File: config.mk
export PLATFORM = sky130hd
export DESIGN_NAME = psel_top
export DESIGN_NICKNAME = d
export VERILOG_FILES = /design/src/rtl/psel_pkg.sv /design/src/rtl/psel_ceil_div.sv /design/src/rtl/psel_pair_search.sv /design/src/rtl/psel_top.sv
export SDC_FILE = /design/constraint.sdc
export NUM_CORES = 1
export LEC_CHECK = 0
export BUFFER_PORTS_ARGS = -buffer_cell sky130_fd_sc_hd__buf_2
export CORE_UTILIZATION = 40
export CTS_CLUSTER_SIZE = 12
export DETAILED_ROUTE_END_ITERATION = 7
export PLACE_DENSITY_LB_ADDON = 0.12
export SLEW_MARGIN = 20
export SYNTH_ARGS = -nofsm -noshare
export SYNTH_HDL_FRONTEND = slang
export SYNTH_SLANG_ARGS = --single-unit
File: constraint.sdc
create_clock -name clk -period 7.2 [get_ports clk]
set_input_delay 1.8 -clock clk [delete_from_list [all_inputs] [get_ports clk]]
set_output_delay 1.8 -clock clk [all_outputs]
set_load 0.02 [all_outputs]
File: src/rtl/psel_pkg.sv
package psel_pkg;

  localparam int PROD_W = 20;

  typedef enum logic [1:0] {
    ST_IDLE = 2'd0,
    ST_DIV  = 2'd1,
    ST_SRCH = 2'd2
  } psel_state_e;

  function automatic logic [PROD_W-1:0] pre_value(input logic gap_mode,
                                                  input logic [1:0] idx);
    if (gap_mode) return PROD_W'({idx, 1'b1});
    case (idx)
      2'd0:    return PROD_W'(2);
      2'd1:    return PROD_W'(3);
      2'd2:    return PROD_W'(5);
      default: return PROD_W'(7);
    endcase
  endfunction

  function automatic logic [PROD_W-1:0] scl_value(input logic gap_mode,
                                                  input logic [3:0] idx);
    if (gap_mode) return PROD_W'(2) << idx;
    if (idx < 4'd3) return PROD_W'({idx, 1'b0}) + PROD_W'(2);
    return PROD_W'(1) << idx;
  endfunction

  function automatic logic [PROD_W-1:0] pair_product(input logic gap_mode,
                                                     input logic [1:0] p,
                                                     input logic [3:0] s);
    return pre_value(gap_mode, p) * scl_value(gap_mode, s);
  endfunction

endpackage

File: src/rtl/psel_ceil_div.sv
module psel_ceil_div #(
  parameter int NUM_W = 48,
  parameter int DEN_W = 32
) (
  input  logic             clk,
  input  logic             rst_n,
  input  logic             start,
  input  logic [NUM_W-1:0] num,
  input  logic [DEN_W-1:0] den,
  output logic             done,
  output logic [NUM_W:0]   result
);
  localparam int CNT_W = $clog2(NUM_W + 1);

  logic [NUM_W-1:0] quo_q, quo_d;
  logic [DEN_W-1:0] rem_q, rem_d, den_q, den_d;
  logic [CNT_W-1:0] cnt_q, cnt_d;
  logic             busy_q, busy_d, done_q, done_d;
  logic [DEN_W:0]   shifted;
  logic [DEN_W-1:0] diff;
  logic             step_en;

  assign step_en = busy_q | start;

  always_comb begin
    shifted = {rem_q, quo_q[NUM_W-1]};
    diff    = shifted[DEN_W-1:0] - den_q;
    quo_d   = quo_q;
    rem_d   = rem_q;
    den_d   = den_q;
    cnt_d   = cnt_q;
    busy_d  = busy_q;
    done_d  = 1'b0;
    if (busy_q) begin
      if (shifted >= {1'b0, den_q}) begin
        rem_d = diff;
        quo_d = {quo_q[NUM_W-2:0], 1'b1};
      end else begin
        rem_d = shifted[DEN_W-1:0];
        quo_d = {quo_q[NUM_W-2:0], 1'b0};
      end
      cnt_d = cnt_q + 1'b1;
      if (cnt_q == CNT_W'(NUM_W - 1)) begin
        busy_d = 1'b0;
        done_d = 1'b1;
      end
    end else if (start) begin
      quo_d  = num;
      rem_d  = '0;
      den_d  = den;
      cnt_d  = '0;
      busy_d = 1'b1;
    end
  end

  always_ff @(posedge clk or negedge rst_n) begin
    if (!rst_n) begin
      quo_q  <= '0;
      rem_q  <= '0;
      den_q  <= '0;
      cnt_q  <= '0;
      busy_q <= 1'b0;
      done_q <= 1'b0;
    end else begin
      done_q <= done_d;
      if (step_en) begin
        quo_q  <= quo_d;
        rem_q  <= rem_d;
        den_q  <= den_d;
        cnt_q  <= cnt_d;
        busy_q <= busy_d;
      end
    end
  end

  assign done   = done_q;
  assign result = {1'b0, quo_q} + (NUM_W+1)'(rem_q != '0);

  // completion only directly after the last busy step
  p_div_done_after_busy_r1: assert property (@(posedge clk) disable iff (!rst_n)
    done_q |-> (!busy_q && $past(busy_q)));

endmodule

File: src/rtl/psel_pair_search.sv
module psel_pair_search
  import psel_pkg::*;
#(
  parameter int REQ_W = 49
) (
  input  logic             clk,
  input  logic             rst_n,
  input  logic             start,
  input  logic             mode,
  input  logic [REQ_W-1:0] req,
  output logic             done,
  output logic [1:0]       pre_idx,
  output logic [3:0]       scl_idx,
  output logic             fallback
);
  localparam int PAD_W = REQ_W - PROD_W;

  logic             active_q, active_d, mode_q, mode_d, found_q, found_d;
  logic [REQ_W-1:0] req_q, req_d;
  logic [3:0]       out_q, out_d, in_q, in_d, out_last, in_last;
  logic [PROD_W-1:0] best_q, best_d, prod;
  logic [1:0]       bpre_q, bpre_d, cur_pre, pre_o_q, pre_o_d;
  logic [3:0]       bscl_q, bscl_d, cur_scl, scl_o_q, scl_o_d;
  logic             done_q, done_d, fb_q, fb_d, met, run_en;

  assign out_last = mode_q ? 4'd3  : 4'd15;
  assign in_last  = mode_q ? 4'd15 : 4'd3;
  assign cur_pre  = mode_q ? out_q[1:0] : in_q[1:0];
  assign cur_scl  = mode_q ? in_q : out_q;
  assign prod     = pair_product(mode_q, cur_pre, cur_scl);
  assign met      = {{PAD_W{1'b0}}, prod} >= req_q;
  assign run_en   = active_q | start;

  always_comb begin
    active_d = active_q;
    mode_d   = mode_q;
    req_d    = req_q;
    out_d    = out_q;
    in_d     = in_q;
    best_d   = best_q;
    found_d  = found_q;
    bpre_d   = bpre_q;
    bscl_d   = bscl_q;
    pre_o_d  = pre_o_q;
    scl_o_d  = scl_o_q;
    fb_d     = fb_q;
    done_d   = 1'b0;
    if (active_q) begin
      if (met && (!found_q || prod < best_q)) begin
        best_d  = prod;
        bpre_d  = cur_pre;
        bscl_d  = cur_scl;
        found_d = 1'b1;
      end
      if (met || in_q == in_last) begin
        in_d = '0;
        if (out_q == out_last) begin
          active_d = 1'b0;
          done_d   = 1'b1;
          pre_o_d  = found_d ? bpre_d : 2'd3;
          scl_o_d  = found_d ? bscl_d : 4'd15;
          fb_d     = !found_d;
        end else begin
          out_d = out_q + 1'b1;
        end
      end else begin
        in_d = in_q + 1'b1;
      end
    end else if (start) begin
      active_d = 1'b1;
      mode_d   = mode;
      req_d    = req;
      out_d    = '0;
      in_d     = '0;
      best_d   = '1;
      found_d  = 1'b0;
    end
  end

  always_ff @(posedge clk or negedge rst_n) begin
    if (!rst_n) begin
      active_q <= 1'b0;
      mode_q   <= 1'b0;
      req_q    <= '0;
      out_q    <= '0;
      in_q     <= '0;
      best_q   <= '1;
      found_q  <= 1'b0;
      bpre_q   <= '0;
      bscl_q   <= '0;
      pre_o_q  <= '0;
      scl_o_q  <= '0;
      fb_q     <= 1'b0;
      done_q   <= 1'b0;
    end else begin
      done_q <= done_d;
      if (run_en) begin
        active_q <= active_d;
        mode_q   <= mode_d;
        req_q    <= req_d;
        out_q    <= out_d;
        in_q     <= in_d;
        best_q   <= best_d;
        found_q  <= found_d;
        bpre_q   <= bpre_d;
        bscl_q   <= bscl_d;
        pre_o_q  <= pre_o_d;
        scl_o_q  <= scl_o_d;
        fb_q     <= fb_d;
      end
    end
  end

  assign done     = done_q;
  assign pre_idx  = pre_o_q;
  assign scl_idx  = scl_o_q;
  assign fallback = fb_q;

  // done is a single-cycle strobe
  p_done_pulse_r8: assert property (@(posedge clk) disable iff (!rst_n)
    done_q |=> !done_q);

  // a non-fallback result always covers the requirement
  p_result_meets_r4: assert property (@(posedge clk) disable iff (!rst_n)
    (done_q && !fb_q) |-> ({{PAD_W{1'b0}}, pair_product(mode_q, pre_o_q, scl_o_q)} >= req_q));

  // trivial requirements map to the zero pair
  p_small_req_r7: assert property (@(posedge clk) disable iff (!rst_n)
    (done_q && req_q <= REQ_W'(1)) |-> (pre_o_q == 2'd0 && scl_o_q == 4'd0 && !fb_q));

  // scan counters stay inside the active tables
  p_scan_bound_r11: assert property (@(posedge clk) disable iff (!rst_n)
    active_q |-> (out_q <= out_last && in_q <= in_last));

endmodule

File: src/rtl/psel_top.sv
module psel_top
  import psel_pkg::*;
#(
  parameter int NUM_W = 48,
  parameter int DEN_W = 32
) (
  input  logic             clk,
  input  logic             rst_n,
  input  logic             start,
  input  logic             mode,
  input  logic [NUM_W-1:0] ratio_num,
  input  logic [DEN_W-1:0] ratio_den,
  output logic             done,
  output logic [1:0]       pre_idx,
  output logic [3:0]       scl_idx,
  output logic             fallback
);
  localparam int REQ_W = NUM_W + 1;

  logic [1:0]       rst_sync_q;
  logic             rst_n_i;
  psel_state_e      state_q, state_d;
  logic             mode_q, mode_d;
  logic             div_start, div_done, srch_start, srch_done;
  logic [REQ_W-1:0] req;

  always_ff @(posedge clk or negedge rst_n) begin
    if (!rst_n) rst_sync_q <= '0;
    else        rst_sync_q <= {rst_sync_q[0], 1'b1};
  end
  assign rst_n_i = rst_sync_q[1];

  assign div_start  = (state_q == ST_IDLE) && start;
  assign srch_start = (state_q == ST_DIV) && div_done;

  always_comb begin
    state_d = state_q;
    mode_d  = mode_q;
    case (state_q)
      ST_IDLE: if (start) begin
        state_d = ST_DIV;
        mode_d  = mode;
      end
      ST_DIV:  if (div_done) state_d = ST_SRCH;
      ST_SRCH: if (srch_done) state_d = ST_IDLE;
      default: state_d = ST_IDLE;
    endcase
  end

  always_ff @(posedge clk or negedge rst_n_i) begin
    if (!rst_n_i) begin
      state_q <= ST_IDLE;
      mode_q  <= 1'b0;
    end else begin
      state_q <= state_d;
      if (div_start) mode_q <= mode_d;
    end
  end

  psel_ceil_div #(.NUM_W(NUM_W), .DEN_W(DEN_W)) u_div (
    .clk    (clk),
    .rst_n  (rst_n_i),
    .start  (div_start),
    .num    (ratio_num),
    .den    (ratio_den),
    .done   (div_done),
    .result (req)
  );

  psel_pair_search #(.REQ_W(REQ_W)) u_search (
    .clk      (clk),
    .rst_n    (rst_n_i),
    .start    (srch_start),
    .mode     (mode_q),
    .req      (req),
    .done     (srch_done),
    .pre_idx  (pre_idx),
    .scl_idx  (scl_idx),
    .fallback (fallback)
  );

  assign done = srch_done;

  // a start during a request cannot alter the stored mode
  p_mode_held_r9: assert property (@(posedge clk) disable iff (!rst_n_i)
    (state_q != ST_IDLE) |=> $stable(mode_q));

  // the divider finishes only for the request in progress
  p_single_job_r9: assert property (@(posedge clk) disable iff (!rst_n_i)
    div_done |-> (state_q == ST_DIV));

endmodule

==> results.cfg <==
[run_status]
outcome = finished, violations left
violations = negative setup slack

[sta]
finalCritPeriodShare = 1.00
min_period_ns = 7.21
hold_viol = 0
finalSetupViolCount = 4
tightestPinTransition_ns = 1.06
final_max_slew_viol_count = 0
rsz0062_at_grt = true
fmax_mhz = 139
clock-skew-final_ns = 0.00892
setup_slack_ns = -0.00563
max-slew-margin-rel = 0.292

[global_routing]
grt_max_degree = 111
grt-ovfl-total = 0
first_global_vias = 13000
grt.total_usage = 0.211
antenna_found_initial = 0
grt_first_pass_wirelength_um = 67600

[cells_and_area]
multi_input_area_um2 = 10200
final_cell_mix = nand2_1 (252), dfrtp_1 (196), o21ai_0 (157)
drive_above_1_share = 0.210
nets = 2214
synthToLayoutAreaGrowth_pct = 21.3
num-fill-cells = 3742
diodes = 0
layout_commonest_cell = nand2_1
stdcell_count = 2472
regArea_um2 = 5510

[drt]
drc = 0
wl_met1_um = 19300
firstDrtPassIters = 5
met3WireLength_um = 1370
wl_per_cell_um = 16.7
drtIter0Drc = 649
routed_via_density = 5.33
vias = 13200
drt_wl_total_um = 41300
antenna_left = 0
met2WireLength_um = 19700
dr.max_layer_used = met4

[floorplan]
row_count = 72
core-area_um2 = 38600
fp.dieH_um = 200
die_w_um = 200
initial_core_util = 0.406
io_pins = 92
die_area_um2 = 40000

[critical_path]
cp_max_fo = 5
critical_path_class = flip-flop to flip-flop
cp_top_family = adder cells
ff2ff_setup_slack_ns = -0.006
cp_num_buf_inv = 8
start_kind = flip-flop
cp_data_required_time_ns = 7.65
end_kind = flip-flop
path_common_cell = ha_4
cp_slowest_cell = fa_1
arrival_ns = 7.66
cp_slowest_stage_delay_ns = 0.59

[logic_synthesis]
synthArstFlopShare = 1.00
synth_cell_types = 79
yosys.area.top_type_share = 0.318
synth_edf_count = 0
synthTopCellsByArea = dfrtp_1 (32%), ha_1 (14%), nand2_1 (6.1%)
synthCells = 1789
synth_seq_cells = 219
yosys_warnings = 0
yosysTopAreaCell = dfrtp_1
syn_area_um2 = 15700
synth_flop_cell = dfrtp_1
synth.avg_cell_area_um2 = 8.76
syn_nets = 2067
yosysSeqAreaShare = 0.351

[clock_network]
cts_buffer_depth = 3
cts_tree = built
cts.sinks = 219
cts-root-buf = clkbuf_16
clk_latency_ns = 0.53
clkTransAtPathRegs_ns = 0.06
cts-htree-levels = 1
numCtsBuffers = 25

[flow_run]
cap_violations = 0

[pwr]
finalPower_mw = 9.33
p_per_area_nw_per_um2 = 491
leakage_nw = 8.87
ir_drop_mv = 0.243

[place]
dp_hpwl_um = 30300
dp_cells = 2409
place.gp.congestion = 0.834
portBuffers = 91

[hold_path]
hold_class = flip-flop to flip-flop
[cells by family after synthesis]
| logic type | synth area share |
|---|---|
| flip-flops | 0.351 |
| AO/OA/AOI/OAI | 0.151 |
| multiplexers | 0.0500 |
| XOR/XNOR | 0.0514 |
| buffers and inverters | 0.0512 |
| adder cells (fa/ha/maj) | 0.162 |
| AND/OR/NAND/NOR | 0.183 |
| other | 0.000239 |
[worst paths after layout]
path                       cells past startpoint       startpoint                 end
max                                           35  u_search.mode_q  u_search.best_q[8]
min                                            0    rst_sync_q[0]       rst_sync_q[1]
max reg2reg                                   35  u_search.mode_q  u_search.best_q[8]
min reg2reg                                    0    rst_sync_q[0]       rst_sync_q[1]
max in group asynchronous                      2    rst_sync_q[1]     u_div.rem_q[15]
min in group asynchronous                      0    rst_sync_q[1]       u_search.done
[registers in the layout, summed over array words and instances (netlist names), 4 cells and up]
signal	count
u_div.quo_q	48
u_search.best_q	20
u_search.req_q	49
u_div.den_q	32
u_search.scl_idx	4
u_div.rem_q	32
u_search.in_q	4
u_search.out_q	4
u_search.bscl_q	4
u_div.cnt_q	6
[cell type report]
| cell class | instances | area share |
|---|---|---|
| Multi-Input combinational cell | 1363 | 0.536 |
| Clock inverter | 5 | 0.00342 |
| Sequential cell | 219 | 0.290 |
| Inverter | 128 | 0.0253 |
| Tap cell | 518 | 0.0341 |
| Clock buffer | 40 | 0.0380 |
| Timing Repair Buffer | 199 | 0.0732 |
[Yosys cell counts (25+ instances only)]
library cell    n
a21o_1         25
a21oi_1        71
and3_1         26
clkbuf_1       65
dfrtp_1       199
ha_1          179
inv_1         128
mux2i_1        58
nand2_1       256
nand3_1        42
nand4_1        41
nor2_1        118
nor3_1         32
o21ai_0       163
xnor2_1        43
xor2_1         49
[per-layer routing]
layer  up-vias  GRT usage
met5         -          0
met4         0     0.0588
met3        55     0.0217
met2       212      0.361
met1      6348      0.282
li1       6559          -
[power breakdown]
group          switching (mW)  leakage [nW]  internal (mW)
logic                    3.20          5.76           2.62
clock network           0.515         0.385          0.724
registers               0.489          2.72           1.78
total                    4.21          8.87           5.13
[stage by stage]
step | setup WS [ns] | instance area, um^2 | setup TNS [ns] | hold slack, ns | util
finish | -0.00563 | 19000 | -0.0126 | 0.352 | 0.492
global route | -0.298 | 19000 | -8.23 | 0.356 | 0.492
CTS | -0.0396 | 18600 | -0.209 | 0.354 | 0.482
floorplan | 0.00309 | 15900 | 0 | 0.331 | -
global placement | -0.195 | 17400 | -5.10 | 0.336 | 0.450
detailed placement | -0.337 | 17400 | -10.64 | 0.339 | 0.450
[what timing repair did]
item / 4_1_cts / 5_1_grt
hold buffers: 0 / 0
setup buffers: 11 / 8
setup endpoints to repair: 44 / 44
pin swaps: 30 / 41
gates resized for setup: 60 / 74
cloned: 2 / 0
endpoints found under the hold margin: 0 / 0
Power figures use the tool's default switching activity.
